--- config.mk ---
export PLATFORM = sky130hd
export DESIGN_NAME = bus_hold_ctrl
export DESIGN_NICKNAME = d
export VERILOG_FILES = /design/src/rtl/bhc_pkg.sv /design/src/rtl/bhc_sync.sv /design/src/rtl/bhc_fsm.sv /design/src/rtl/bhc_int.sv /design/src/rtl/bus_hold_ctrl.sv
export SDC_FILE = /design/constraint.sdc
export NUM_CORES = 1
export LEC_CHECK = 0
export CAP_MARGIN = 5
export CELL_PAD_IN_SITES_DETAIL_PLACEMENT = 0
export CELL_PAD_IN_SITES_GLOBAL_PLACEMENT = 1
export CORE_MARGIN = 5
export CORE_UTILIZATION = 33
export CTS_CLUSTER_DIAMETER = 60
export DETAILED_ROUTE_END_ITERATION = 12
export GPL_TIMING_DRIVEN = 0
export PLACE_DENSITY_LB_ADDON = 0.1
export REMOVE_ABC_BUFFERS = 1
export SLEW_MARGIN = 20
export SYNTH_ARGS = -nofsm -noshare
export SYNTH_HDL_FRONTEND = slang
export SYNTH_HIERARCHICAL = 1
export SYNTH_SLANG_ARGS = --single-unit
export TNS_END_PERCENT = 20
--- constraint.sdc ---
create_clock -name clk -period 1.5 [get_ports clk]
set_input_delay 0.3 -clock clk [delete_from_list [all_inputs] [get_ports clk]]
set_output_delay 0.3 -clock clk [all_outputs]
set_load 0.03 [all_outputs]
--- src/rtl/bhc_pkg.sv ---
package bhc_pkg;
  typedef enum logic [1:0] {
    ST_IDLE = 2'd0,
    ST_PEND = 2'd1,
    ST_HELD = 2'd2
  } hold_st_e;
endpackage

--- src/rtl/bhc_sync.sv ---
module bhc_sync #(
  parameter int   STAGES  = 2,
  parameter logic RST_VAL = 1'b0
) (
  input  logic clk,
  input  logic rst_n,
  input  logic d,
  output logic q
);
  logic [STAGES-1:0] chain_q;

  generate
    if (STAGES == 1) begin : g_one
      always_ff @(posedge clk or negedge rst_n) begin
        if (!rst_n) chain_q <= RST_VAL;
        else        chain_q <= d;
      end
    end else begin : g_many
      always_ff @(posedge clk or negedge rst_n) begin
        if (!rst_n) chain_q <= {STAGES{RST_VAL}};
        else        chain_q <= {chain_q[STAGES-2:0], d};
      end
    end
  endgenerate

  assign q = chain_q[STAGES-1];
endmodule

--- src/rtl/bhc_fsm.sv ---
module bhc_fsm
  import bhc_pkg::*;
(
  input  logic     clk,
  input  logic     rst_n,
  input  logic     proto_on,
  input  logic     hold_sync,
  input  logic     cycle_active,
  output hold_st_e state,
  output hold_st_e state_nxt
);
  hold_st_e state_q;

  always_comb begin
    state_nxt = state_q;
    unique case (state_q)
      ST_IDLE: begin
        if (proto_on && hold_sync)
          state_nxt = cycle_active ? ST_PEND : ST_HELD;
      end
      ST_PEND: begin
        if (!hold_sync || !proto_on) state_nxt = ST_IDLE;
        else if (!cycle_active)      state_nxt = ST_HELD;
      end
      ST_HELD: begin
        if (!hold_sync) state_nxt = ST_IDLE;
      end
      default: state_nxt = ST_IDLE;
    endcase
  end

  always_ff @(posedge clk or negedge rst_n) begin
    if (!rst_n) state_q <= ST_IDLE;
    else        state_q <= state_nxt;
  end

  assign state = state_q;
endmodule

--- src/rtl/bhc_int.sv ---
module bhc_int
  import bhc_pkg::*;
#(
  parameter int INT_LEN = 4
) (
  input  logic     clk,
  input  logic     rst_n,
  input  hold_st_e state,
  input  hold_st_e state_nxt,
  input  logic     irq,
  input  logic     exec_internal,
  output logic     int_out,
  output logic     defer_req
);
  localparam int CNT_W = $clog2(INT_LEN + 1);

  logic             race_q, race_d;
  logic             defer_q, defer_d;
  logic [CNT_W-1:0] cnt_q, cnt_d;
  logic             leaving, start;

  assign leaving = (state != ST_IDLE) && (state_nxt == ST_IDLE);

  always_comb begin
    start = 1'b0;
    if (state == ST_IDLE && irq)                   start = 1'b1;
    if (state == ST_HELD && irq && exec_internal)  start = 1'b1;
    if (leaving && (defer_q || irq))               start = 1'b1;
  end

  always_comb begin
    race_d  = race_q;
    defer_d = defer_q;
    if (state_nxt == ST_IDLE) begin
      race_d  = 1'b0;
      defer_d = 1'b0;
    end else begin
      if (state == ST_PEND && irq) race_d = 1'b1;
      if (state == ST_HELD && irq && !exec_internal) defer_d = 1'b1;
    end
  end

  always_comb begin
    if (start)              cnt_d = CNT_W'(INT_LEN);
    else if (cnt_q != '0)   cnt_d = cnt_q - 1'b1;
    else                    cnt_d = cnt_q;
  end

  always_ff @(posedge clk or negedge rst_n) begin
    if (!rst_n) begin
      race_q  <= 1'b0;
      defer_q <= 1'b0;
      cnt_q   <= '0;
    end else begin
      race_q  <= race_d;
      defer_q <= defer_d;
      cnt_q   <= cnt_d;
    end
  end

  assign int_out   = race_q || (cnt_q != '0);
  assign defer_req = defer_q;
endmodule

--- src/rtl/bus_hold_ctrl.sv ---
module bus_hold_ctrl
  import bhc_pkg::*;
#(
  parameter int SYNC_STAGES = 2,
  parameter int INT_LEN     = 4
) (
  input  logic       clk,
  input  logic       rst_n,
  input  logic       hold_req_n,
  input  logic       hold_en,
  input  logic       pin_sel,
  input  logic       cycle_active,
  input  logic       ext_pending,
  input  logic       irq,
  input  logic       exec_internal,
  output logic       hold_ack_n,
  output logic       bus_req_n,
  output logic       int_out_n,
  output logic       bus_float,
  output logic       cpu_stall,
  output logic       pins_locked,
  output logic [2:0] pin_view
);
  logic     rst_sync_n;
  logic     hold_sync;
  logic     locked_q;
  logic     proto_on;
  logic     int_out;
  logic     defer_req;
  logic     held;
  hold_st_e state, state_nxt;

  // reset: asserted at once, released on a clock edge
  bhc_sync #(.STAGES(2), .RST_VAL(1'b0)) i_rst_sync (
    .clk(clk), .rst_n(rst_n), .d(1'b1), .q(rst_sync_n)
  );

  bhc_sync #(.STAGES(SYNC_STAGES), .RST_VAL(1'b0)) i_hold_sync (
    .clk(clk), .rst_n(rst_sync_n), .d(~hold_req_n), .q(hold_sync)
  );

  always_ff @(posedge clk or negedge rst_sync_n) begin
    if (!rst_sync_n)  locked_q <= 1'b0;
    else if (pin_sel) locked_q <= 1'b1;
  end

  assign proto_on = locked_q && hold_en;

  bhc_fsm i_fsm (
    .clk(clk), .rst_n(rst_sync_n), .proto_on(proto_on),
    .hold_sync(hold_sync), .cycle_active(cycle_active),
    .state(state), .state_nxt(state_nxt)
  );

  bhc_int #(.INT_LEN(INT_LEN)) i_int (
    .clk(clk), .rst_n(rst_sync_n), .state(state), .state_nxt(state_nxt),
    .irq(irq), .exec_internal(exec_internal),
    .int_out(int_out), .defer_req(defer_req)
  );

  assign held        = (state == ST_HELD);
  assign hold_ack_n  = ~held;
  assign bus_float   = held;
  assign bus_req_n   = ~(held && (ext_pending || defer_req));
  assign cpu_stall   = held && ext_pending;
  assign int_out_n   = ~int_out;
  assign pins_locked = locked_q;
  assign pin_view    = locked_q ? {hold_ack_n, bus_req_n, hold_req_n} : 3'b111;
endmodule

# [Yosys cells after proc, flatten, opt, wreduce, memory -nomap -nowiden]
# Index checks and enable logic that the tools add are counted.
[classes] n_addsub=1 n_eq_ne=2 n_mux=16 bitwise_logic=4 reduce_logical=25
[op_table] cell="1-bit logical AND" count=11
[op_table] cell="2-bit 2-to-1 mux" count=5
[op_table] cell="3-bit 2-to-1 mux" count=3
[op_table] cell="2-bit nonzero test" count=4
[op_table] cell="1-bit 2-to-1 mux" count=7
[op_table] cell="2-bit case mux with 3 select lines" count=1
[op_table] cell="2-bit logical NOT" count=2
[op_table] cell="1-bit logical OR" count=4
[op_table] cell="1-bit inverter" count=4
[op_table] cell="1-bit logical NOT" count=3
[op_table] cell="3-bit nonzero test" count=1
[op_table] cell="3-bit by 1-bit subtractor with 3-bit output (second input constant)" count=1
[op_table] cell="2-bit by 1-bit == test with 1-bit output (second input constant)" count=1
[op_table] cell="2-bit == test (second input constant)" count=1
[totals] ff_bits=12 input_bits=9 out_inout_bits=9 wordCells=55

# [Longest topological paths before layout]
[depth] ltp_word=10 mapped_depth=6 mapped_depth_nobuf=6

# [Modules after synthesis]
# Netlist, hierarchy kept.
[modules_own_cells] mod="bhc_int" n_inst=1 cells_each=29 area_per_inst_um2=289.0 seq_area_each_um2=125.1
[modules_own_cells] mod="bhc_sync" n_inst=2 cells_each=2 area_per_inst_um2=50.0 seq_area_each_um2=50.0
[modules_own_cells] mod="bus_hold_ctrl" n_inst=1 cells_each=13 area_per_inst_um2=92.6 seq_area_each_um2=25.0
[modules_own_cells] mod="bhc_fsm" n_inst=1 cells_each=6 area_per_inst_um2=88.8 seq_area_each_um2=50.0

# [Least setup slack after synthesis]
# Ideal clock, no wire load.
[synth_path] path_kind="register -> register" startpoint="register locked_q, in the netlist pins_locked" endpoint="register i_int.cnt_q[2]" setup_ps=131 arrival_ps=1709 path_slack_ps=-340 path_stages_with_launch=7 path_buffers=0 synth_period_minus_slack_ps=1840 path_cell_list="dfrtp_1 > and2_1 > nand2_2 > o32ai_2 > nor2_1 > o22a_1 > or3_1"
[synth_via] elab_chain_cells=10 elab_cells_between_ends=13 classes_between="5 x mux; 8 x reduce/logical"
[synth_lines] item="start: declaration" line="bus_hold_ctrl.sv:26" text="logic locked_q;"
[synth_lines] item="start signal: assignment" line="bus_hold_ctrl.sv:43" text="if (!rst_sync_n) locked_q <= 1'b0;"
[synth_lines] item="start signal: assignment" line="bus_hold_ctrl.sv:44" text="else if (pin_sel) locked_q <= 1'b1;"
[synth_lines] item="1-bit logical AND (*)" line="bus_hold_ctrl.sv:47" text="assign proto_on = locked_q && hold_en;"
[synth_lines] item="via proto_on" line="bus_hold_ctrl.sv:27" text="logic proto_on;"
[synth_lines] item="1-bit logical NOT" line="bhc_fsm.sv:22" text="if (!hold_sync || !proto_on) state_nxt = ST_IDLE;"
[synth_lines] item="1-bit logical OR" line="bhc_fsm.sv:22"
[synth_lines] item="2-bit 2-to-1 mux" line="bhc_fsm.sv:22"
[synth_lines] item="2-bit case mux with 3 select lines (*)" line="bhc_fsm.sv:16" text="unique case (state_q)"
[synth_lines] item="via state_nxt[1]" line="bus_hold_ctrl.sv:31" text="hold_st_e state, state_nxt;"
[synth_lines] item="2-bit logical NOT (*)" line="bhc_int.sv:22" text="assign leaving = (state != ST_IDLE) && (state_nxt == ST_IDLE);"
[synth_lines] item="1-bit logical AND (*)" line="bhc_int.sv:22"
[synth_lines] item="1-bit logical AND (*)" line="bhc_int.sv:28" text="if (leaving && (defer_q || irq)) start = 1'b1;"
[synth_lines] item="1-bit 2-to-1 mux (*)" line="bhc_int.sv:28"
[synth_lines] item="3-bit 2-to-1 mux or 2-bit nonzero test (tied branches)"
[synth_lines] item="end signal: assignment" line="bhc_int.sv:57" text="cnt_q <= cnt_d;"
[synth_lines] item="end: declaration" line="bhc_int.sv:19" text="logic [CNT_W-1:0] cnt_q, cnt_d;"
# The timed path passes the listed nets; every way through them passes the cells marked *.
# A chain may end at the register's enable or synchronous reset.

# [Worst setup path in the final report]
# Same ends and word-level chain as after synthesis.

==> impl_metrics.yaml <==
outcome:
  outcome: "finished with violations"
  violations: "negative setup slack"
logic_synthesis:
  ys_types: 25
  synth_top_cell_by_area: "dfrtp_1"
  ys_ff_latch: 12
  synth-xor-area-share_pct: 1.54
  ys_seq_area_share_pct: 52.6
  netlist_area_um2: 571
  yosys.area.top_type_share_pct: 52.6
  synth_top_family_by_area: "simple AND/OR/NAND/NOR gates"
  synthTopCellsByArea: "dfrtp_1, ha_1, inv_1"
  synthSimpleGateAreaFrac_pct: 21.7
  yosys_warnings: 6
  synthAdderAreaFrac_pct: 4.39
  syn_inst: 52
  synth-compound-area-share_pct: 13.2
  synth.avg_cell_area_um2: 11.0
  synth_mux_area_share_pct: 1.97
worst_hold_path:
  hold_path_class: "reg2async"
placement:
  preCtsSetupSlack_ps: -597
  dp.cells: 86
  dpl.hpwl_um: 820
  place_congestion: 0.723
  portBuffers: 17
clocking:
  clkLatencyLatePin_ps: 270
  ctsHoldBuffers: 0
  clock-sinks: 12
  htreeDepth: 1
  cts_made_buffers: 3
  clock_path_buffers: 2
  cts_tree: "yes"
  cts.clk_slew.worst_paths_ps: 80
  cts-root-buf: "clkbuf_4"
critical_path:
  critPathKind: "reg2reg"
  crit_fanout: 3
  r2r_end: "i_int/cnt_q[2]"
  cp.arrival_ps: 1790
  endpoint: "i_int/cnt_q[2]"
  worst_ep_required_time_ps: 1660
  worstRegToRegCells: 6
  timing.rr.start: "pins_locked"
  start_kind: "register"
  endpoint_kind: "register"
  startpoint: "pins_locked"
  reg2reg_setup_slack_ps: -140
finish:
  multi_input_area_um2: 290
  fin_cells: 98
  final_nets: 93
  layout_common_cells: "dfrtp_1, buf_4, clkdlybuf4s50_1, inv_1, nand2_1"
  num-fill-cells: 160
  areaGrowthSynthToFinish_pct: 56.6
  seq_area_um2: 303
  antennaDiodeCount: 0
  drive_above_1_share_pct: 43.2
  final_common_cell: "dfrtp_1"
pwr:
  peakVddDrop_mv: 0.559
  p_leak_nw: 0.404
  p_per_area_nw_per_um2: 1250
  finalPower_mw: 1.12
floorplanning:
  io_pins: 18
  die_h_um: 51.6
  fp-row-count: 15
  core_um2: 1690
  initial_core_util_pct: 33.8
  dieWidth_um: 51.6
  dieArea_um2: 2660
detailed_routing:
  wl_per_cell_um: 11.8
  vias: 444
  viasPerCell: 4.53
  drt_iter0_markers: 0
  drcViolationCount: 0
  routed_wl_mm: 1.15
  final_antenna_net_count: 0
  dr.pass1.iters: 1
timing:
  final_max_slew_viol_count: 0
  period_share_pct: 109
  tns_ps: -267
  rsz0062_at_grt: "true"
  setup_violations: 5
  hold_viol: 0
  fin_worst_skew_ps: 3.95
  max_freq_mhz: 611
  fin_crit_ps: 1640
  worst_slack_ps: -137
global_route:
  antenna_found_initial: 0
  grt_pass1_wl_mm: 1.99
  gr-total-overflow: 0
  grt_max_degree: 11
  grt_pass1_vias: 458
  grt_usage_pct: 10.5
run:
  cap_violations: 0
[stage by stage]
| stage | util (%) | hold WS, ps | cell area, um2 |
|---|---|---|---|
| 5_1_grt | 52.9 | 163 | 893 |
| 6_report | 52.9 | 169 | 893 |
| 4_1_cts | 51.4 | 176 | 868 |
| 3_3_place_gp | 45.1 | 186 | 762 |
| 2_1_floorplan | - | 4.41 | 571 |
| 3_5_place_dp | 45.1 | 190 | 762 |
[layer usage]
| metal | part of all wire [%] | track usage, % | up-vias |
|---|---|---|---|
| met4 | 0 | 3.93 | 0 |
| met1 | 47 | 12.3 | 199 |
| met3 | 7.4 | 6.02 | 0 |
| li1 | - | - | 231 |
| met5 | 0 | 0 | - |
| met2 | 46 | 15.7 | 14 |
[cell type report]
type | instances | area share, %
Clock buffer | 4 | 4.06
Multi-Input combinational cell | 34 | 32.5
Tap cell | 17 | 2.38
Inverter | 6 | 2.52
Sequential cell | 12 | 33.9
Timing Repair Buffer | 25 | 24.6
[cell families (layout without fill, tap and decap cells)]
family,Yosys count,count (layout)
simple gates,21,21
compound gates,8,8
buf+inv,6,35
other cells,1,1
fa+ha+maj,2,2
xor+xnor,1,1
flops,12,12
mux,1,1
[worst max-delay path: stages (launching register included)]
cell and delay [ps]:
dfrtp_1 370, and2_1 140, nand2_2 90, o32ai_4 290
nor2_2 60, o22a_1 230, or3_1 340
[how the worst min path moves through the flow]
stage / endpoint / cells past startpoint / from
final: i_int/cnt_q[2] / 0 / i_rst_sync/chain_q[1]
after global routing: i_rst_sync/chain_q[1] / 1 / rst_n
after CTS: i_rst_sync/chain_q[0] / 1 / rst_n
after detailed placement: pins_locked / 0 / i_rst_sync/chain_q[1]
after global placement: i_int/cnt_q[1] / 0 / i_rst_sync/chain_q[1]
after floorplan: i_rst_sync/chain_q[0] / 0 / rst_n
[flip-flops by register name, indices dropped and copies added, names as in the netlist]
register and flops:
i_hold_sync/chain_q 2, i_int/race_q 1, i_fsm/state 2, i_int/cnt_q 3, pins_locked 1, i_int/defer_req 1
i_rst_sync/chain_q 2
[repair_timing]
item,CTS,global route
resized for setup,42,17
setup endpoints to repair,12,9
pin swaps,8,0
buffers inserted,7,1
[cells in the mapped netlist]
master / number
nand2_1: 4
o22a_1: 2
conb_1: 1
nor3_1: 2
and2_1: 2
xnor2_1: 1
or2_2: 1
ha_1: 2
dfrtp_1: 12
nand2b_1: 1
a31oi_1: 1
nand2_2: 1
o21a_1: 1
nor3b_1: 1
a2111oi_2: 1
nor2b_4: 1
nor2b_1: 2
inv_1: 6
o211ai_1: 1
nor2_1: 4
or3_1: 1
nor3b_2: 1
mux2_2: 1
o32ai_2: 1
o21ai_0: 1
[where the power goes]
part	switching (mW)	internal, mW	total (mW)
clock	0.113	0.147	0.261
combinational	0.207	0.242	0.449
sequential	0.0362	0.372	0.408
total	0.356	0.762	1.12
(Power assumes the default switching activity.)
